**config.mk**
```make
export PLATFORM = sky130hd
export DESIGN_NAME = scan_timing_gen
export DESIGN_NICKNAME = d
export VERILOG_FILES = /design/src/rtl/scan_pkg.sv /design/src/rtl/scan_rst_sync.sv /design/src/rtl/scan_dot_line_cnt.sv /design/src/rtl/scan_blank_ctrl.sv /design/src/rtl/scan_ce_div.sv /design/src/rtl/scan_timing_gen.sv
export SDC_FILE = /design/constraint.sdc
export NUM_CORES = 1
export LEC_CHECK = 0
export BUFFER_PORTS_ARGS = -buffer_cell sky130_fd_sc_hd__buf_2
export CAP_MARGIN = 30
export CORE_MARGIN = 1.5
export CORE_UTILIZATION = 27
export CTS_CLUSTER_SIZE = 14
export DETAILED_ROUTE_END_ITERATION = 6
export SLEW_MARGIN = 15
export SYNTH_ARGS = -nofsm -noshare
export SYNTH_HDL_FRONTEND = slang
export SYNTH_SLANG_ARGS = --single-unit
export TNS_END_PERCENT = 1
```
**constraint.sdc**
```tcl
create_clock -name clk -period 1.69 [get_ports clk]
set_input_delay 0.169 -clock clk [delete_from_list [all_inputs] [get_ports clk]]
set_output_delay 0.169 -clock clk [all_outputs]
set_load 0.01 [all_outputs]
```
**src/rtl/scan_pkg.sv**
```systemverilog
package scan_pkg;

  // Default frame geometry (dot clocks per line, lines per frame)
  localparam int unsigned DEF_LINE_DOTS   = 341;
  localparam int unsigned DEF_FRAME_LINES = 262;
  localparam int unsigned DEF_ACT_DOTS    = 256;
  localparam int unsigned DEF_ACT_LINES   = 240;
  localparam int unsigned DEF_BLANK_FIRST = 241;
  localparam int unsigned DEF_BLANK_LAST  = 261;
  localparam int unsigned DEF_EDGE_DOT    = 1;
  localparam int unsigned DEF_CE_RATIO    = 3;

  // Action taken on the blank flag at the coming edge
  typedef enum logic [1:0] {
    BLK_HOLD  = 2'd0,
    BLK_SET   = 2'd1,
    BLK_CLEAR = 2'd2
  } blank_evt_e;

endpackage

```
**src/rtl/scan_rst_sync.sv**
```systemverilog
module scan_rst_sync (
  input  logic clk,
  input  logic rst_n,
  output logic rst_sync_n
);

  logic [1:0] sync_q;
  logic [1:0] sync_d;

  always_comb begin
    sync_d = {sync_q[0], 1'b1};
  end

  always_ff @(posedge clk or negedge rst_n) begin
    if (!rst_n) begin
      sync_q <= 2'b00;
    end else begin
      sync_q <= sync_d;
    end
  end

  assign rst_sync_n = sync_q[1];

endmodule

```
**src/rtl/scan_dot_line_cnt.sv**
```systemverilog
module scan_dot_line_cnt #(
  parameter int unsigned LINE_DOTS   = 341,
  parameter int unsigned FRAME_LINES = 262,
  localparam int unsigned DW = $clog2(LINE_DOTS),
  localparam int unsigned LW = $clog2(FRAME_LINES)
) (
  input  logic          clk,
  input  logic          rst_n,
  output logic [DW-1:0] dot_q,
  output logic [LW-1:0] line_q
);

  localparam logic [DW-1:0] DOT_LAST  = DW'(LINE_DOTS - 1);
  localparam logic [LW-1:0] LINE_LAST = LW'(FRAME_LINES - 1);

  logic          dot_wrap;
  logic [DW-1:0] dot_d;
  logic [LW-1:0] line_d;

  always_comb begin
    dot_wrap = (dot_q == DOT_LAST);
    dot_d    = dot_q + 1'b1;
    line_d   = line_q;
    if (dot_wrap) begin
      dot_d = '0;
      if (line_q == LINE_LAST) begin
        line_d = '0;
      end else begin
        line_d = line_q + 1'b1;
      end
    end
  end

  always_ff @(posedge clk or negedge rst_n) begin
    if (!rst_n) begin
      dot_q  <= '0;
      line_q <= '0;
    end else begin
      dot_q  <= dot_d;
      line_q <= line_d;
    end
  end

  AST_DOT_BOUND: assert property (@(posedge clk) disable iff (!rst_n)
    dot_q <= DOT_LAST);
  AST_DOT_STEP: assert property (@(posedge clk) disable iff (!rst_n)
    (dot_q != DOT_LAST) |=> (dot_q == $past(dot_q) + 1'b1));
  AST_LINE_HOLD: assert property (@(posedge clk) disable iff (!rst_n)
    (dot_q != DOT_LAST) |=> $stable(line_q));
  AST_FRAME_WRAP: assert property (@(posedge clk) disable iff (!rst_n)
    (dot_q == DOT_LAST && line_q == LINE_LAST) |=> (dot_q == '0 && line_q == '0));
  AST_LINE_BOUND: assert property (@(posedge clk) disable iff (!rst_n)
    line_q <= LINE_LAST);

endmodule

```
**src/rtl/scan_blank_ctrl.sv**
```systemverilog
module scan_blank_ctrl
  import scan_pkg::*;
#(
  parameter int unsigned LINE_DOTS   = 341,
  parameter int unsigned FRAME_LINES = 262,
  parameter int unsigned BLANK_FIRST = 241,
  parameter int unsigned BLANK_LAST  = 261,
  parameter int unsigned EDGE_DOT    = 1,
  localparam int unsigned DW = $clog2(LINE_DOTS),
  localparam int unsigned LW = $clog2(FRAME_LINES)
) (
  input  logic          clk,
  input  logic          rst_n,
  input  logic [DW-1:0] dot_q,
  input  logic [LW-1:0] line_q,
  input  logic          status_rd,
  input  logic          nmi_en,
  output logic          blank_q,
  output logic          nmi
);

  localparam logic [DW-1:0] PRE_DOT  = DW'(EDGE_DOT - 1);
  localparam logic [DW-1:0] EDGE_D   = DW'(EDGE_DOT);
  localparam logic [LW-1:0] L_FIRST  = LW'(BLANK_FIRST);
  localparam logic [LW-1:0] L_LAST   = LW'(BLANK_LAST);

  blank_evt_e evt;
  logic       at_set;
  logic       at_clr;
  logic       blank_d;

  always_comb begin
    at_set = (line_q == L_FIRST) && (dot_q == PRE_DOT);
    at_clr = (line_q == L_LAST)  && (dot_q == PRE_DOT);
    if (at_set) begin
      evt = BLK_SET;
    end else if (at_clr || status_rd) begin
      evt = BLK_CLEAR;
    end else begin
      evt = BLK_HOLD;
    end
  end

  always_comb begin
    unique case (evt)
      BLK_SET:   blank_d = 1'b1;
      BLK_CLEAR: blank_d = 1'b0;
      default:   blank_d = blank_q;
    endcase
  end

  always_ff @(posedge clk or negedge rst_n) begin
    if (!rst_n) begin
      blank_q <= 1'b0;
    end else begin
      blank_q <= blank_d;
    end
  end

  assign nmi = blank_q & nmi_en;

  AST_BLANK_RISE: assert property (@(posedge clk) disable iff (!rst_n)
    $rose(blank_q) |-> (line_q == L_FIRST && dot_q == EDGE_D));
  AST_BLANK_END: assert property (@(posedge clk) disable iff (!rst_n)
    (line_q == L_LAST && dot_q == EDGE_D) |-> !blank_q);
  AST_FIRST_SET: assert property (@(posedge clk) disable iff (!rst_n)
    (line_q == L_FIRST && dot_q == EDGE_D) |-> blank_q);
  AST_READ_CLEARS: assert property (@(posedge clk) disable iff (!rst_n)
    (status_rd && !(line_q == L_FIRST && dot_q == PRE_DOT)) |=> !blank_q);

endmodule

```
**src/rtl/scan_ce_div.sv**
```systemverilog
module scan_ce_div #(
  parameter int unsigned CE_RATIO = 3,
  localparam int unsigned PW = (CE_RATIO > 1) ? $clog2(CE_RATIO) : 1
) (
  input  logic clk,
  input  logic rst_n,
  output logic ce
);

  localparam logic [PW-1:0] PH_LAST = PW'(CE_RATIO - 1);

  logic [PW-1:0] phase_q;
  logic [PW-1:0] phase_d;

  always_comb begin
    if (phase_q == PH_LAST) begin
      phase_d = '0;
    end else begin
      phase_d = phase_q + 1'b1;
    end
  end

  always_ff @(posedge clk or negedge rst_n) begin
    if (!rst_n) begin
      phase_q <= '0;
    end else begin
      phase_q <= phase_d;
    end
  end

  assign ce = (phase_q == '0);

  generate
    if (CE_RATIO > 1) begin : g_gap_chk
      AST_CE_GAP: assert property (@(posedge clk) disable iff (!rst_n)
        ce |=> !ce);
    end
  endgenerate

endmodule

```
**src/rtl/scan_timing_gen.sv**
```systemverilog
module scan_timing_gen
  import scan_pkg::*;
#(
  parameter int unsigned LINE_DOTS   = DEF_LINE_DOTS,
  parameter int unsigned FRAME_LINES = DEF_FRAME_LINES,
  parameter int unsigned ACT_DOTS    = DEF_ACT_DOTS,
  parameter int unsigned ACT_LINES   = DEF_ACT_LINES,
  parameter int unsigned BLANK_FIRST = DEF_BLANK_FIRST,
  parameter int unsigned BLANK_LAST  = DEF_BLANK_LAST,
  parameter int unsigned EDGE_DOT    = DEF_EDGE_DOT,
  parameter int unsigned CE_RATIO    = DEF_CE_RATIO,
  localparam int unsigned DW = $clog2(LINE_DOTS),
  localparam int unsigned LW = $clog2(FRAME_LINES)
) (
  input  logic          clk,
  input  logic          rst_n,
  input  logic          nmi_en,
  input  logic          status_rd,
  output logic [DW-1:0] dot_x,
  output logic [LW-1:0] line_y,
  output logic          visible,
  output logic          vblank,
  output logic          nmi,
  output logic          cpu_ce
);

  localparam logic [DW-1:0] ACT_D = DW'(ACT_DOTS);
  localparam logic [LW-1:0] ACT_L = LW'(ACT_LINES);

  logic rst_i_n;

  scan_rst_sync u_rst (
    .clk        (clk),
    .rst_n      (rst_n),
    .rst_sync_n (rst_i_n)
  );

  scan_dot_line_cnt #(
    .LINE_DOTS   (LINE_DOTS),
    .FRAME_LINES (FRAME_LINES)
  ) u_cnt (
    .clk    (clk),
    .rst_n  (rst_i_n),
    .dot_q  (dot_x),
    .line_q (line_y)
  );

  scan_blank_ctrl #(
    .LINE_DOTS   (LINE_DOTS),
    .FRAME_LINES (FRAME_LINES),
    .BLANK_FIRST (BLANK_FIRST),
    .BLANK_LAST  (BLANK_LAST),
    .EDGE_DOT    (EDGE_DOT)
  ) u_blank (
    .clk       (clk),
    .rst_n     (rst_i_n),
    .dot_q     (dot_x),
    .line_q    (line_y),
    .status_rd (status_rd),
    .nmi_en    (nmi_en),
    .blank_q   (vblank),
    .nmi       (nmi)
  );

  scan_ce_div #(
    .CE_RATIO (CE_RATIO)
  ) u_ce (
    .clk   (clk),
    .rst_n (rst_i_n),
    .ce    (cpu_ce)
  );

  always_comb begin
    visible = (dot_x < ACT_D) && (line_y < ACT_L);
  end

  AST_NMI_OFF_SCREEN: assert property (@(posedge clk) disable iff (!rst_i_n)
    visible |-> !nmi);
  AST_BLANK_OFF_SCREEN: assert property (@(posedge clk) disable iff (!rst_i_n)
    visible |-> !vblank);
  AST_RESET_QUIET: assert property (@(posedge clk)
    !rst_n |-> (dot_x == '0 && line_y == '0 && !vblank && !nmi));

endmodule

```
Word level (Yosys, flattened, before mapping) --
Index checks and enable logic that the tools add are counted.
Word-level totals: ROM bits 0, latch bits 0, memories 0, output and inout port bits 22, flip-flop bits (word level) 23, RAM bits 0
Cells by class: $mul 0, reduce and logical (&&, ||, !) cells 7, $lt $le $gt $ge 2, equality and inequality tests 6, add/sub/neg operators 3, shift operators 0, multiplexer cells 6, divide/modulo/power cells 0, bitwise operators 1
Operators by type and width (number):
- adder 9 x 1 -> 9 bit, second input constant | 2
- == test 9 bit, second input constant | 2
- 2-to-1 mux 9 bit | 2
- == test 9 x 8 -> 1 bit, second input constant | 1
- zero test 9 bit | 1
- less-than comparator 9 x 8 -> 1 bit, second input constant | 1
- less-than comparator 9 bit, second input constant | 1
- 2-to-1 mux 2 bit | 3
- == test 2 bit, second input constant | 2
- logical AND 1 bit | 3
- adder 2 x 1 -> 2 bit, second input constant | 1
- == test 2 x 1 -> 1 bit, second input constant | 1
- zero test 2 bit | 1
- case mux 1 bit (2 select lines) | 1
- nonzero test 2 bit | 1
- AND 1 bit | 1
- logical OR 1 bit | 1

Longest topological paths before layout --
Gate-level depths: netlist of run 1.
depth in word-level cells 7, depth in mapped cells 7, mapped depth without buffers 6

Modules after synthesis --
A second synthesis of run 1 with hierarchy kept.
Unflattened totals: cells, all modules 102, area, all modules 1151.1 µm²
Modules (own cells, without submodules):
- scan_dot_line_cnt | area each 889.6 µm², cells an instance 81, instances 1
- scan_blank_ctrl | area each 121.4 µm², cells an instance 12, instances 1
- scan_ce_div | area each 67.6 µm², cells an instance 4, instances 1
- scan_rst_sync | area each 53.8 µm², cells an instance 3, instances 1
- scan_timing_gen | area each 18.8 µm², cells an instance 2, instances 1

Least setup slack after synthesis of run 1 --
OpenSTA, ideal clock, no wires.
path kind reg-to-reg, from register u_cnt.dot_q[0], to register u_cnt.line_q[7], stages on the path, launching flop included 8, arrival 1.853 ns, data required time 1.611 ns, slack -0.243 ns, path buffers 1, setup time 0.079 ns, period minus slack after synthesis 1.933 ns, cells stage by stage dfrtp_1 > inv_1 > ha_1 > or4b_4 > or2_1 > buf_6 > nor4_4 > xor2_1
On the way: longest elaborated chain between the ends 1
Ends and longest elaborated chain:
- from (decl) | line scan_dot_line_cnt.sv:9 | output logic [DW-1:0] dot_q,
- from (signal assigned) | line scan_dot_line_cnt.sv:39 | dot_q <= dot_d;
- == test 9 bit | line scan_dot_line_cnt.sv:21 | dot_wrap = (dot_q == DOT_LAST);
- to (signal assigned) | line scan_dot_line_cnt.sv:40 | line_q <= line_d;
- to (decl) | line scan_dot_line_cnt.sv:10 | output logic [LW-1:0] line_q
Every way passes these cells. A chain may end at the register's enable or synchronous reset.

Worst setup path after layout of run 1 --
from register u_cnt.dot_q[0], to register u_cnt.line_q[2]
The elaborated chain is that of the path after synthesis.

==> flow_summary.ini, run 1 <==
[outcome]
run_status = finished with violations
failed_checks = setup timing

[setup_path]
cpLargestDelayFamily = simple AND/OR/NAND/NOR gates
crit_type = register to register
crit_path_end_kind = register
reg2reg_depth = 6
critical_path_peak_fanout = 8
critical-path-slowest-cell = or4b_4
cp_cell_sequence = inv_1, ha_1, or4b_4, or2_4, nor3b_1, a21o_1
required_ns = 1.90
worst-path-stages = 6
worst_setup_path_start_kind = register
crit_path_arrival_time_ns = 1.96
critical_path.max_stage_delay_ns = 0.48
timing.critical_path.buf_inv = 1

[floorplanning]
rows = 23
ioPinCount = 26
die-height_um = 67.1
start_util_pct = 27.9
core_area_mm2 = 0.00397
fp.dieArea_mm2 = 0.00450
die_width_um = 67.1

[grt]
first_global_vias = 900
global_route.usage.met2_pct = 19.1
antenna_found_initial = 0
track_usage_pct = 11.3
wire_length_of_the_first_global_routing_pass_mm = 3.93
grt_max_degree = 20
use_met3_pct = 3.04
grt.busiest_layer = met2
grt_overflow = 0
groute.layer.met1.usage_pct = 14.2

[logic_synthesis]
synthesis.nets = 112
syn_avg_cell_area_um2 = 10.7
synth_top_cells_by_count = 23 x dfrtp_1, 14 x nor2_1, 7 x nand3_1
synth_ff_type = dfrtp_1
yosysWarningCount = 0
synth.largest_area_cell = dfrtp_1
synth_cell_types = 36
syn-instance-count = 104
synth-async-reset-ratio_pct = 100
synth.yosys.seq_area_share_pct = 51.9
syn_area_mm2 = 0.00111
synth_area_leaders = dfrtp_1 52%, nor2_1 4.7%, ha_1 4.5%
synth_edf_count = 0
yosys.cell_count.top_type = dfrtp_1
synth_top_area_share_pct = 51.9
ys_seq_elements = 23

[sta]
layout_setup_ws_ns = -0.0586
fin_worst_skew_ns = 0.00211
timing_max_transition_violations_final = 0
rsz0062_at_grt = true
fmax_mhz = 572
final_period_minus_worst_setup_slack_ns = 1.75
min_period_over_period_pct = 103
timing.final.setup_violations = 6
fin_hold_ws_ns = 0.0384
finalHoldViolations = 0

[placement]
dpl.hpwl_mm = 1.83
placement.cell_area_mm2 = 0.00138
detailedPlace.worstSlack_ns = -0.207
placement.io_buffers = 25
gp_congestion = 0.720

[pwr]
maximum_resistive_drop_on_vdd_v = 0.000375
pwr_density_cell_mw_per_mm2 = 626
static-leakage-power_uw = 0.000739
p_total_uw = 910

[layout]
design_area_mm2 = 0.00145
area_growth_pct = 31.0
nets = 152
fill_cells = 418
num_antenna_cells = 0
layout-drive-gt1-share_pct = 37.1

[clock_tree]
htree_num_levels = 1
ctsLongestPathBuffers = 2
tritoncts = done
cts_sinks = 23
post-cts-setup-buffer-count = 0
cts_inserted_buffers = 3
clkLatencyLatePin_ns = 0.26
cell_chosen_for_the_clock_root = clkbuf_8
worst_setup_hold_path_clk_slew_ns = 0.08

[route]
first_iter_violations = 22
drt-vias-per-instance = 4.60
routedWlPerCell_um = 12.1
drc = 0
drt_pre_antenna_iters = 4
num_vias = 888
finalWirelength_mm = 2.34
drt.antenna.violating_nets = 0

[hold_path]
min-delay-path-class = register to asynchronous set/reset pin

[run]
drv_cap = 0
[final timing paths]
kind | from | end | slack (ns)
worst max-delay path | u_cnt.dot_q[0]$_DFF_PN0_ | u_cnt.line_q[2]$_DFFE_PN0N_ | -0.06
worst min register to register | u_rst.sync_q[1]$_DFF_PN0_ | u_ce.phase_q[0]$_DFF_PN0_ | 0.04
min in group clk | status_rd | u_blank.blank_q$_DFFE_PN0P_ | 0.35
worst min-delay path | u_rst.sync_q[1]$_DFF_PN0_ | u_ce.phase_q[0]$_DFF_PN0_ | 0.04
worst max register to register | u_cnt.dot_q[0]$_DFF_PN0_ | u_cnt.line_q[2]$_DFFE_PN0N_ | -0.06
max in group asynchronous | u_rst.sync_q[1]$_DFF_PN0_ | u_cnt.line_q[7]$_DFFE_PN0N_ | 1.21
[per-layer routing]
layer	part of all wire [%]	vias up
li1	-	441
met1	44	428
met2	50	15
met3	4.9	4
met4	0.98	0
met5	0	-
[cell type report]
type / instances / area, µm² / share of cell area, %
clock buffer: 3 / 41.3 / 2.84
clock inverter: 1 / 5.00 / 0.345
inverter: 3 / 11.3 / 0.775
multi-input combinational: 75 / 532 / 36.6
sequential: 23 / 576 / 39.6
tap: 50 / 62.6 / 4.31
timing repair buffer: 38 / 225 / 15.5
[cells by family (layout without fill, tap and decap cells)]
group	count (synthesis)	after routing	share of synthesized area [%]
and+or+nand+nor	47	47	25.1
AOI/OAI and AO/OA	14	14	8.24
buffers and inverters	6	45	2.82
DFF	23	23	51.9
adders and majority gates	4	4	4.51
xor gates and xnor gates	9	9	7.11
other	1	1	0.338
[flip-flops by register name, indices dropped and copies added (netlist names)]
signal and count:
u_cnt.dot_q 9, u_ce.phase_q 2, u_rst.sync_q 2, u_cnt.line_q 9, u_blank.blank_q 1
[power by group]
| group | internal [µW] | total, µW | switching [µW] |
|---|---|---|---|
| Combinational | 5.76 | 15.8 | 10.1 |
| Sequential | 552 | 554 | 1.45 |
| Clock | 165 | 341 | 176 |
[cell usage in the layout (no fill, tap or decap), types with 4 or more instances in the layout]
cell     instances
xnor2_1          5
nand3_1          7
ha_1             4
dfrtp_1         23
buf_2           25
buf_4           12
nor2_1          12
xor2_1           4
[what timing repair did]
action	CTS	global route
hold endpoints to repair	2	0
endpoints found under the setup margin	17	16
gates resized for setup	4	5
hold buffers	1	0
pin swaps	0	1
[through the flow]
stage | util [%] | std cells | setup TNS [ns]
3_3_place_gp | 34.7 | 188 | -0.784
2_1_floorplan | - | 104 | -0.590
5_1_grt | 36.6 | 193 | -1.42
6_report | 36.6 | 193 | -0.214
3_5_place_dp | 34.7 | 188 | -1.40
4_1_cts | 36.4 | 193 | -0.303
Power figures use the tool's default switching activity.
==> run 2: changes to the inputs <==
--- a/config.mk
+++ b/config.mk
@@ -14,5 +14,6 @@
 export SLEW_MARGIN = 15
 export SYNTH_ARGS = -nofsm -noshare
 export SYNTH_HDL_FRONTEND = slang
+export SYNTH_HIERARCHICAL = 1
 export SYNTH_SLANG_ARGS = --single-unit
 export TNS_END_PERCENT = 1
==> run 2 against run 1 <==
Net effect:
- the flow now finishes without violations
- sequential share of layout area down 1.6 points
- area after synthesis up 3.8%
- via count up 7.2%
- critical path depth unchanged
- synthesized cell count down 1.9%
- critical path type unchanged
- largest cell class unchanged
- highest routed layer unchanged
==> flow_summary.ini, run 2 <==
[outcome]
run_status = complete, no violations

[setup_path]
worst_setup_path_start_kind = register
required_ns = 1.84
critical_path_peak_fanout = 5
crit_path_arrival_time_ns = 1.79
crit_path_end_kind = register
crit_type = register to register

[logic_synthesis]
synth_xor_xnor_area_share_pct = 6.85
syn_avg_cell_area_um2 = 11.3
syn-instance-count = 102
synth-async-reset-ratio_pct = 100
synth.mux.area_fraction_pct = 3.80
synth.yosys.seq_area_share_pct = 50.0
syn_area_mm2 = 0.00115
ys_seq_elements = 23
synth_area_leaders = dfrtp_1 50%, xnor2_1 4.6%, ha_1 4.3%
post_synth_and_or_nand_nor_area_fraction_pct = 27.1
synthesis.nets = 110
synth_top_cells_by_count = 23 x dfrtp_1, 11 x nor2_1, 8 x nand3_1
yosys.cell_count.top_type = dfrtp_1
synth_top_family_by_area = simple AND/OR/NAND/NOR gates
synth_top_area_share_pct = 50.0
synth_cell_types = 35
synth_edf_count = 0
post_synth_fa_ha_maj_area_fraction_pct = 4.35
yosysWarningCount = 6
synth-compound-area-share_pct = 5.65
synth_ff_type = dfrtp_1
synth.largest_area_cell = dfrtp_1

[sta]
fin_worst_skew_ns = 0.00407
finalHoldViolations = 0
rsz0062_at_grt = true
min_period_over_period_pct = 96.6
fmax_mhz = 613
timing.final.setup_violations = 0
final_period_minus_worst_setup_slack_ns = 1.63
timing_max_transition_violations_final = 0

[route]
routedWlPerCell_um = 13.5
first_iter_violations = 39
num_vias = 952
drc = 0
drt.antenna.violating_nets = 0
drt_pre_antenna_iters = 4
drt-vias-per-instance = 4.86
finalWirelength_mm = 2.65

[layout]
area_growth_pct = 32.0
design_area_mm2 = 0.00152
layout.cells.most_common_list = 25 x buf_2, 22 x dfrtp_1, 14 x buf_4
nets = 155
layout-drive-gt1-share_pct = 38.4
reg_top3 = u_cnt/dot_q: 9 flops, u_cnt/line_q: 9 flops
final_common_cell = buf_2
num_antenna_cells = 0

[grt]
grt_overflow = 0
first_global_vias = 972
wire_length_of_the_first_global_routing_pass_mm = 4.46
antenna_found_initial = 0
track_usage_pct = 13.2
grt_max_degree = 22

[pwr]
pwr_density_cell_mw_per_mm2 = 598
p_sw_uw = 182
power_frac_comb_pct = 1.9
clkPwrFrac_pct = 37.3
power.internal_uw = 726
power.switching_fraction_pct = 20.1
maximum_resistive_drop_on_vdd_v = 0.000264
seq_power_share_pct = 60.9
static-leakage-power_uw = 0.000742
p_total_uw = 908

[floorplanning]
die_width_um = 68.3
die-height_um = 68.3
rows = 23
fp.dieArea_mm2 = 0.00466
core_area_mm2 = 0.00406
ioPinCount = 26
start_util_pct = 28.4

[placement]
dpl.hpwl_mm = 1.98
placement.io_buffers = 25
gp_congestion = 0.864
placement.cell_area_mm2 = 0.00146

[clock_tree]
cts_inserted_buffers = 3
cts_sinks = 23
tritoncts = done
clkLatencyLatePin_ns = 0.26
cell_chosen_for_the_clock_root = clkbuf_8
worst_setup_hold_path_clk_slew_ns = 0.08
htree_num_levels = 1
ctsLongestPathBuffers = 2

[run]
drv_cap = 0

[hold_path]
min-delay-path-class = primary input to asynchronous set/reset pin
run 2: changes by cell type after synthesis, moves of 3 or more:
cell     previous run  this run
nand4_1             2         6
nor3b_1             3         0
mux2_2              0         3
nor2_1             14        11
and2_1              1         4
o21ai_0             6         0
run 2: final cells by class:
class	count	area [µm²]
sequential	23	577
clock buffer	4	45.0
multi-input combinational	74	559
timing repair buffer	41	260
fill	417	2540
tap	50	62.6
inverter	4	15.0
run 2: through the flow:
stage | hold slack, ns | setup TNS, ns | utilization [%] | setup WS [ns] | instances
3_3_place_gp | -0.0455 | 0 | 35.9 | 0.0524 | 191
3_5_place_dp | -0.0423 | 0 | 35.9 | 0.00537 | 191
6_report | 0.210 | 0 | 37.4 | 0.0577 | 196
2_1_floorplan | -0.127 | 0 | - | 0.0339 | 102
4_1_cts | 0.204 | 0 | 37.3 | 0.0254 | 196
5_1_grt | 0.222 | -0.110 | 37.4 | -0.0386 | 196
run 2: routing by layer:
| layer | part of all wire (%) | vias up | global-route usage (%) |
|---|---|---|---|
| met5 | 0 | - | 0 |
| li1 | - | 452 | - |
| met4 | 0.94 | 0 | 4.00 |
| met3 | 5.6 | 4 | 3.95 |
| met2 | 48 | 32 | 22.7 |
| met1 | 45 | 464 | 15.7 |
run 2: logic make-up (layout without fill, tap and decap cells):
| kind of cell | count (synthesis) | after routing |
|---|---|---|
| AO/OA/AOI/OAI | 9 | 9 |
| flip-flops | 23 | 23 |
| multiplexers | 4 | 4 |
| buffers and inverters | 5 | 49 |
| AND/OR/NAND/NOR | 47 | 47 |
| adder cells (fa/ha/maj) | 4 | 4 |
| other | 1 | 1 |
| XOR/XNOR | 9 | 9 |
run 2: repair_timing:
item                       CTS  global route
pin swaps                    0             1
hold buffers                 1             0
setup buffers                0             0
setup endpoints to repair    2             5
gates resized for setup      1             2
hold endpoints to repair     2             0
run 2: final timing paths:
check                                       startpoint                           to  slack (ns)  cells past startpoint
min in group clk                             status_rd  u_blank/blank_q$_DFFE_PN0P_        0.21                      4
hold / removal                                   rst_n    u_rst/sync_q[0]$_DFF_PN0_        0.21                      2
setup / recovery           u_cnt/line_q[1]$_DFFE_PN0N_  u_cnt/line_q[7]$_DFFE_PN0N_        0.06                      6
hold reg to reg              u_rst/sync_q[1]$_DFF_PN0_    u_ce/phase_q[0]$_DFF_PN0_        0.21                      1
max in group asynchronous    u_rst/sync_q[1]$_DFF_PN0_  u_cnt/line_q[1]$_DFFE_PN0N_        1.24                      1
setup reg to reg           u_cnt/line_q[1]$_DFFE_PN0N_  u_cnt/line_q[7]$_DFFE_PN0N_        0.06                      6
run 2: critical path, stage by stage (launching register included):
cell and delay [ns]:
dfrtp_2 0.45, inv_1 0.09, ha_1 0.15, nor4bb_1 0.19, and4b_2 0.33, nor2_1 0.06, mux2_2 0.26
run 2: power by group through the flow:
stage	clock [µW]	combinational, µW	sequential (µW)
after global placement	0	15.7	564
after detailed placement	0	16.2	564
final	339	16.9	553
after CTS	353	18.0	553
after global routing	380	20.5	553
after floorplan	0	0.217	571
